### src/rtl/burst_pkg.sv
// Package: shared types for the burst address sequence generator.
// Assumes: nothing beyond IEEE 1800-2017.
package burst_pkg;
    // Burst order selected by the static mode input.
    typedef enum logic {
        ORD_LINEAR     = 1'b0,
        ORD_INTERLEAVE = 1'b1
    } burst_order_e;
endpackage

### src/rtl/burst_upper_reg.sv
// Module: burst_upper_reg
// Holds the address bits that stay fixed for the duration of a burst.
// Assumes: load_en is already qualified; reset is synchronous, active low.
module burst_upper_reg #(
    parameter int HI_W = 16
) (
    input  logic            clk,
    input  logic            rst_n,
    input  logic            load_en,
    input  logic [HI_W-1:0] d,
    output logic [HI_W-1:0] q
);
    // Capture the upper address on load, clear on reset.
    always_ff @(posedge clk) begin
        if (!rst_n)       q <= '0;
        else if (load_en) q <= d;
    end

    // the held bits move only on a load edge
    p_upper_hold_r3: assert property (@(posedge clk) disable iff (!rst_n)
        !load_en |=> q == $past(q));
endmodule

### src/rtl/burst_beat_ctr.sv
// Module: burst_beat_ctr
// Stores the starting low bits of a burst and a wrapping beat count.
// Assumes: load has priority over step; the counter wraps modulo 2**BEAT_W.
module burst_beat_ctr #(
    parameter int BEAT_W = 2
) (
    input  logic              clk,
    input  logic              rst_n,
    input  logic              load_en,
    input  logic              step_en,
    input  logic [BEAT_W-1:0] base_d,
    output logic [BEAT_W-1:0] base_q,
    output logic [BEAT_W-1:0] beat_q
);
    localparam logic [BEAT_W-1:0] BEAT_ONE = BEAT_W'(1);

    // Latch the start bits on load; they stay fixed during the burst.
    always_ff @(posedge clk) begin
        if (!rst_n)       base_q <= '0;
        else if (load_en) base_q <= base_d;
    end

    // Restart the beat count on load, otherwise step it when asked.
    always_ff @(posedge clk) begin
        if (!rst_n)       beat_q <= '0;
        else if (load_en) beat_q <= '0;
        else if (step_en) beat_q <= beat_q + BEAT_ONE;
    end

    // with no load and no step the count holds
    p_beat_hold_r7: assert property (@(posedge clk) disable iff (!rst_n)
        (!load_en && !step_en) |=> $stable(beat_q));
    // a load restarts the count even when a step is requested
    p_load_first_r8: assert property (@(posedge clk) disable iff (!rst_n)
        (load_en && step_en) |=> beat_q == '0);
endmodule

### src/rtl/burst_order_map.sv
// Module: burst_order_map
// Maps the start bits and beat count to the current low address bits.
// Assumes: purely combinational; order may change only while idle.
module burst_order_map
    import burst_pkg::*;
#(
    parameter int BEAT_W = 2
) (
    input  burst_order_e      order,
    input  logic [BEAT_W-1:0] base,
    input  logic [BEAT_W-1:0] beat,
    output logic [BEAT_W-1:0] low
);
    logic [BEAT_W-1:0] lin_low;
    logic [BEAT_W-1:0] ilv_low;

    // Linear order: modular sum, the carry out of the top bit is dropped.
    always_comb lin_low = base + beat;

    // Interleaved order: one XOR per address bit.
    genvar gi;
    generate
        for (gi = 0; gi < BEAT_W; gi++) begin : g_ilv
            assign ilv_low[gi] = base[gi] ^ beat[gi];
        end
    endgenerate

    // Pick the active order.
    always_comb low = (order == ORD_INTERLEAVE) ? ilv_low : lin_low;
endmodule

### src/rtl/burst_seq_gen.sv
// Module: burst_seq_gen (top)
// Burst address sequence generator: captures a start address on an active-low
// load strobe and steps the low BEAT_W bits on an active-low advance strobe,
// in linear or interleaved order chosen by a static mode input.
// Assumes: mode is static during a burst; synchronous active-low reset.
module burst_seq_gen
    import burst_pkg::*;
#(
    parameter int ADDR_W = 18,
    parameter int BEAT_W = 2
) (
    input  logic              clk,
    input  logic              rst_n,
    input  logic              load_n,
    input  logic              adv_n,
    input  logic              mode,
    input  logic [ADDR_W-1:0] start_addr,
    output logic [ADDR_W-1:0] word_addr
);
    localparam int HI_W = ADDR_W - BEAT_W;
    localparam logic [BEAT_W-1:0] STEP_ONE = BEAT_W'(1);

    logic              load_en;
    logic              step_en;
    burst_order_e      order;
    logic [HI_W-1:0]   upper_q;
    logic [BEAT_W-1:0] base_q;
    logic [BEAT_W-1:0] beat_q;
    logic [BEAT_W-1:0] low_bits;

    // Decode the active-low strobes and the order strap.
    always_comb begin
        load_en = !load_n;
        step_en = !adv_n;
        order   = burst_order_e'(mode);
    end

    burst_upper_reg #(.HI_W(HI_W)) u_upper (
        .clk     (clk),
        .rst_n   (rst_n),
        .load_en (load_en),
        .d       (start_addr[ADDR_W-1:BEAT_W]),
        .q       (upper_q)
    );

    burst_beat_ctr #(.BEAT_W(BEAT_W)) u_ctr (
        .clk     (clk),
        .rst_n   (rst_n),
        .load_en (load_en),
        .step_en (step_en),
        .base_d  (start_addr[BEAT_W-1:0]),
        .base_q  (base_q),
        .beat_q  (beat_q)
    );

    burst_order_map #(.BEAT_W(BEAT_W)) u_map (
        .order (order),
        .base  (base_q),
        .beat  (beat_q),
        .low   (low_bits)
    );

    // Assemble the output word.
    always_comb word_addr = {upper_q, low_bits};

    // reset clears the output on the following cycle
    p_reset_zero_r1: assert property (@(posedge clk)
        !rst_n |=> word_addr == '0);
    // a load shows the full start address next cycle
    p_load_addr_r2: assert property (@(posedge clk) disable iff (!rst_n)
        !load_n |=> word_addr == $past(start_addr));
    // linear step adds one modulo the block size
    p_linear_step_r4: assert property (@(posedge clk) disable iff (!rst_n)
        (load_n && !adv_n && !mode) |=>
        (mode || word_addr[BEAT_W-1:0] == $past(word_addr[BEAT_W-1:0]) + STEP_ONE));
    // stepping never disturbs the upper bits
    p_no_carry_r5: assert property (@(posedge clk) disable iff (!rst_n)
        (load_n && !adv_n) |=>
        word_addr[ADDR_W-1:BEAT_W] == $past(word_addr[ADDR_W-1:BEAT_W]));
    // interleaved step flips exactly the bits that the beat count flips
    p_ilv_step_r6: assert property (@(posedge clk) disable iff (!rst_n)
        (load_n && !adv_n && mode) |=>
        (!mode || (word_addr[BEAT_W-1:0] ^ $past(word_addr[BEAT_W-1:0])) ==
                  ($past(beat_q) ^ ($past(beat_q) + STEP_ONE))));
endmodule

### config.mk
export PLATFORM = sky130hd
export DESIGN_NAME = burst_seq_gen
export DESIGN_NICKNAME = d
export VERILOG_FILES = /design/src/rtl/burst_pkg.sv /design/src/rtl/burst_upper_reg.sv /design/src/rtl/burst_beat_ctr.sv /design/src/rtl/burst_order_map.sv /design/src/rtl/burst_seq_gen.sv
export SDC_FILE = /design/constraint.sdc
export NUM_CORES = 1
export LEC_CHECK = 0
export BUFFER_PORTS_ARGS = -buffer_cell sky130_fd_sc_hd__buf_2
export CAP_MARGIN = 20
export CORE_MARGIN = 5
export CORE_UTILIZATION = 30
export CTS_BUF_LIST = sky130_fd_sc_hd__clkbuf_2 sky130_fd_sc_hd__clkbuf_4 sky130_fd_sc_hd__clkbuf_8
export DETAILED_ROUTE_END_ITERATION = 10
export REMOVE_ABC_BUFFERS = 1
export SETUP_SLACK_MARGIN = 0.05
export SYNTH_ARGS = -nofsm -noshare
export SYNTH_HDL_FRONTEND = slang
export SYNTH_SLANG_ARGS = --single-unit
### constraint.sdc
create_clock -name clk -period 0.95 [get_ports clk]
set_input_delay 0.095 -clock clk [delete_from_list [all_inputs] [get_ports clk]]
set_output_delay 0.095 -clock clk [all_outputs]
set_load 0.01 [all_outputs]
Word-level counts from Yosys, hierarchy flattened
Cells that the tools add are included.

Add/sub/neg operators: 2. Multiplexer cells: 1. Bitwise operators: 2. Reductions and logical operators: 1.

Operator list (count): $add A2 B1 Y2 const B (1); $add A2 B2 Y2 (1); $mux W2 (1); $reduce_and A2 Y1 (1); $xor A1 B1 Y1 (2).

Flip-flop bits (word level): 20. Input bits: 23. Output and inout port bits: 18. Logic and storage cells: 9.

Longest topological paths before layout
Word-level depth: 2. Mapped depth: 4. Mapped depth without buffers: 3.

By module
A second synthesis with hierarchy kept.

Cells, all modules: 71. Area, all modules: 819.5 µm².

By module, submodules not included: burst_upper_reg (times used 1, cells each 51, area each 615.6 µm², seq. area each 320.3 µm²); burst_beat_ctr (times used 1, cells each 14, area each 160.2 µm², seq. area each 80.1 µm²); burst_order_map (times used 1, cells each 4, area each 36.3 µm², seq. area each 0.0 µm²); burst_seq_gen (times used 1, cells each 2, area each 7.5 µm², seq. area each 0.0 µm²).

Worst setup path before layout
OpenSTA, ideal clock, no wires.

Kind: flip-flop to output port. Start point: register u_ctr.base_q[0]. End point: output word_addr[1]. Data arrival time: 821 ps. Setup slack: 34 ps. Cell stages (with the launch flop): 4. Buffers on the path: 0. Cell sequence: dfxtp_1 ha_1 nor2b_1 xnor2_1.

Word-level cells in the longest chain between the ends: 2.

Ends and longest elaborated chain: start, declared (line burst_beat_ctr.sv:12) `output logic [BEAT_W-1:0] base_q,`; start signal, assigned (line burst_beat_ctr.sv:20) `else if (load_en) base_q <= base_d;`; $add A2 B2 Y2 (line burst_order_map.sv:18) `always_comb lin_low = base + beat;`; $mux W2 (line burst_order_map.sv:29) `always_comb low = (order == ORD_INTERLEAVE) ? ilv_low : lin_low;`; end, declared (line burst_seq_gen.sv:18) `output logic [ADDR_W-1:0] word_addr`.

No other way between the ends.

Worst setup path in the final report
Same ends and word-level chain as after synthesis.

==> impl_metrics.py <==
metrics = {
    "finish": {
        "num-nets-final": 136,
        "mostFrequentLayoutCells": "37 x buf_2, 19 x nor2b_1, 18 x mux2i_1, 18 x dfxtp_2",
        "final_util_pct": 44.20,
        "antenna-diode-count": 0,
        "fraction_of_layout_instances_using_a_drive_strength_above_1_pct": 60.91,
        "most_frequent_standard_cell_in_the_layout_excluding_fill_and_tap_cells": "buf_2",
        "filler_cell_count": 261,
        "area.growth.synth_to_final_pct": 38.14,
    },
    "timing": {
        "worst_pin_slew_ps": 273.1,
        "timing.final.max_slew_violations": 0,
        "report.final.hold_viol_count": 0,
        "timing.max_slew.rel_slack_pct": 81.79,
        "fmaxAchievable_mhz": 806.2,
        "rsz0062_at_grt": "true",
        "report.final.setup_viol": 2,
        "layout_worst_path_cycle_share_pct": 130.6,
        "layout_setup_ws_ps": -290.3,
        "final_period_minus_worst_setup_slack_ps": 1240,
        "finClkSkew_ps": 0.03536,
        "final.setup.tns_ps": -419.2,
    },
    "pwr": {
        "largest_voltage_drop_on_the_vdd_net_mv": 0.8028,
        "share_seq_of_total_power_pct": 58.9,
        "internal_power_mw": 1.194,
        "power.net_switching_mw": 0.3700,
        "p_comb_share_pct": 17.1,
        "power.switching_fraction_pct": 23.66,
        "power.share.clock_pct": 24.0,
        "power_density_cells_nw_per_um2": 1403,
        "total_power_mw": 1.564,
        "p_leak_nw": 0.5383,
    },
    "clock_tree": {
        "tritoncts": "done",
        "cts_max_path_buffers": 2,
        "post_cts_buffers": 0,
        "post_cts_hold_buffer_count": 0,
        "clock_tree.root_cell": "clkbuf_4",
        "clock_insertion_delay_worst_skew_ps": 280,
        "number_of_clock_buffers_inserted_by_tritoncts": 3,
        "clk_pin_slew_ps": 100,
        "tritoncts_num_sinks": 20,
        "h-tree-depth": 1,
    },
    "critical_path": {
        "reg2reg_slack_ps": 120,
        "end_kind": "primary output",
        "setup.worst_path.class": "reg2out",
        "critPathRequiredTime_ps": 850,
        "worstReg2RegEnd": "u_ctr.beat_q[1]$_SDFFE_PN0N_",
        "cp_max_fo": 2,
        "cp.arrival_ps": 1150,
        "worstSetupStartpointType": "flip-flop",
        "worst_r2r_startpoint": "u_ctr.beat_q[0]$_SDFFE_PN0N_",
        "crit_start": "u_ctr.base_q[0]$_SDFFE_PN0N_",
        "r2r_cells": 3,
    },
    "yosys": {
        "synth_sequential_area_ratio_pct": 49.61,
        "mappedNetlistArea_um2": 807.0,
        "synth.largest_area_cell": "dfxtp_1",
        "synth.avg_cell_area_um2": 11.70,
        "synth_seq_cells": 20,
        "synthDominantCellAreaShare_pct": 49.61,
        "yosysUniqueCellTypes": 11,
        "post_synth_inst_count": 69,
        "yosys-top-cells-area": "dfxtp_1 50%, mux2i_1 22%, nor2b_1 16%",
        "count_of_synthesis_stage_warnings_from_yosys": 0,
    },
    "routing": {
        "vias": 619,
        "wire_per_inst_um": 11.36,
        "route.final.wire_length_um": 1590,
        "dr.first_iter.drc_count": 4,
        "residual_drc": 0,
        "drtPass1Iterations": 3,
        "route.antenna.remaining_nets": 0,
        "via_to_cell_ratio": 4.421,
    },
    "run_status": {
        "failed_checks": "setup timing",
        "outcome": "complete, but fails checks",
    },
    "min_path": {
        "hp-class": "in2reg",
        "min_delay_path_depth": 3,
        "min-delay-start": "start_addr[14]",
        "hold_end": "u_upper.q[12]$_SDFFE_PN0N_",
    },
    "die": {
        "core.rowCount": 18,
        "die_area_um2": 3827,
        "floorplan.io_pins": 41,
        "initial_utilization_pct": 31.99,
        "floorplan.die.width_um": 61.87,
        "die_h_um": 61.87,
        "fp.coreArea_um2": 2522,
    },
    "global_route": {
        "total_routing_resource_utilization_after_global_routing_pct": 9.354,
        "met2_demand_to_capacity_share_in_global_routing_pct": 15.84,
        "grt_met3_usage_pct": 3.306,
        "grt_pass1_wl_um": 2615,
        "busiest_layer": "met2",
        "grtUsageMet1_pct": 10.76,
        "grt_antenna_before_repair": 0,
        "globalRouteOverflowTotal": 0,
        "maximum_number_of_pins_on_one_net_before_global_route_repair": 20,
        "grt_pass1_vias": 626,
    },
    "placement": {
        "place_congestion": 0.6277,
        "port_buffers": 40,
    },
    "job": {
        "cap_viol_max_count": 0,
    },
}
-- final cells by class --
type,count,area [um^2],share of cell area [%]
Clock buffer,3,22.52,2.020
Multi-Input combinational cell,46,392.9,35.24
Sequential cell,20,422.9,37.93
Tap cell,30,37.54,3.367
Timing Repair Buffer,41,239.0,21.44
-- critical path, stage by stage, from the launching register on --
cell and delay, ps:
dfxtp_2 370, ha_4 130, nor2b_4 120, xnor2_1 100, buf_2 140
-- state kept, by name, summed over array words and instances, names as in the netlist --
signal	count
u_upper.q	16
u_ctr.beat_q	2
u_ctr.base_q	2
-- kinds of logic (layout without fill, tap and decap cells) --
group,after synthesis,in the layout,share of synthesized area (%)
xor gates and xnor gates,3,3,3.256
adders and majority gates,1,1,1.550
buffers and inverters,3,44,4.496
DFF,20,20,49.61
muxes,18,18,22.33
and+or+nand+nor,24,24,18.76
-- power by group through the flow --
stage	logic [mW]	registers (mW)	clock network, mW
finish	0.267	0.922	0.375
global route	0.296	0.930	0.445
CTS	0.267	0.914	0.407
detailed placement	0.256	0.929	0
global placement	0.252	0.928	0
floorplan	0.0991	0.947	0
-- repair_timing --
action,in CTS,in global routing
endpoints found under the setup margin,2,19
resized for setup,7,19
pin swaps,1,1
-- cells in the mapped netlist --
library cell / instances
dfxtp_1: 20
nand2_2: 1
buf_2: 1
buf_6: 1
ha_1: 1
nor3_2: 1
mux2i_1: 18
buf_12: 1
nor2b_1: 21
nor2_1: 1
xnor2_1: 3
-- worst max path at each step --
| stage | end | depth (start not counted) |
|---|---|---|
| 2_1_floorplan | word_addr[1] | 3 |
| 3_3_place_gp | word_addr[1] | 4 |
| 3_5_place_dp | word_addr[1] | 4 |
| 4_1_cts | word_addr[1] | 4 |
| 5_1_grt | word_addr[1] | 4 |
| 6_report | word_addr[1] | 4 |
-- stage by stage --
step                area [um^2]  hold slack [ps]  setup slack [ps]  cells
floorplan                 770.7            223.2             33.57     66
global placement           1028            347.0            -7.146    137
detailed placement         1028            354.3            -29.88    137
CTS                        1080            41.07            -327.9    140
global route               1115            38.74            -387.7    140
finish                     1115            55.24            -290.3    140
-- metal layers --
layer / share of wire, % / vias up
met5: 0 / -
met4: 0 / 0
met3: 9.4 / 0
met2: 48 / 25
met1: 43 / 284
li1: - / 310
(Power assumes the default switching activity.)
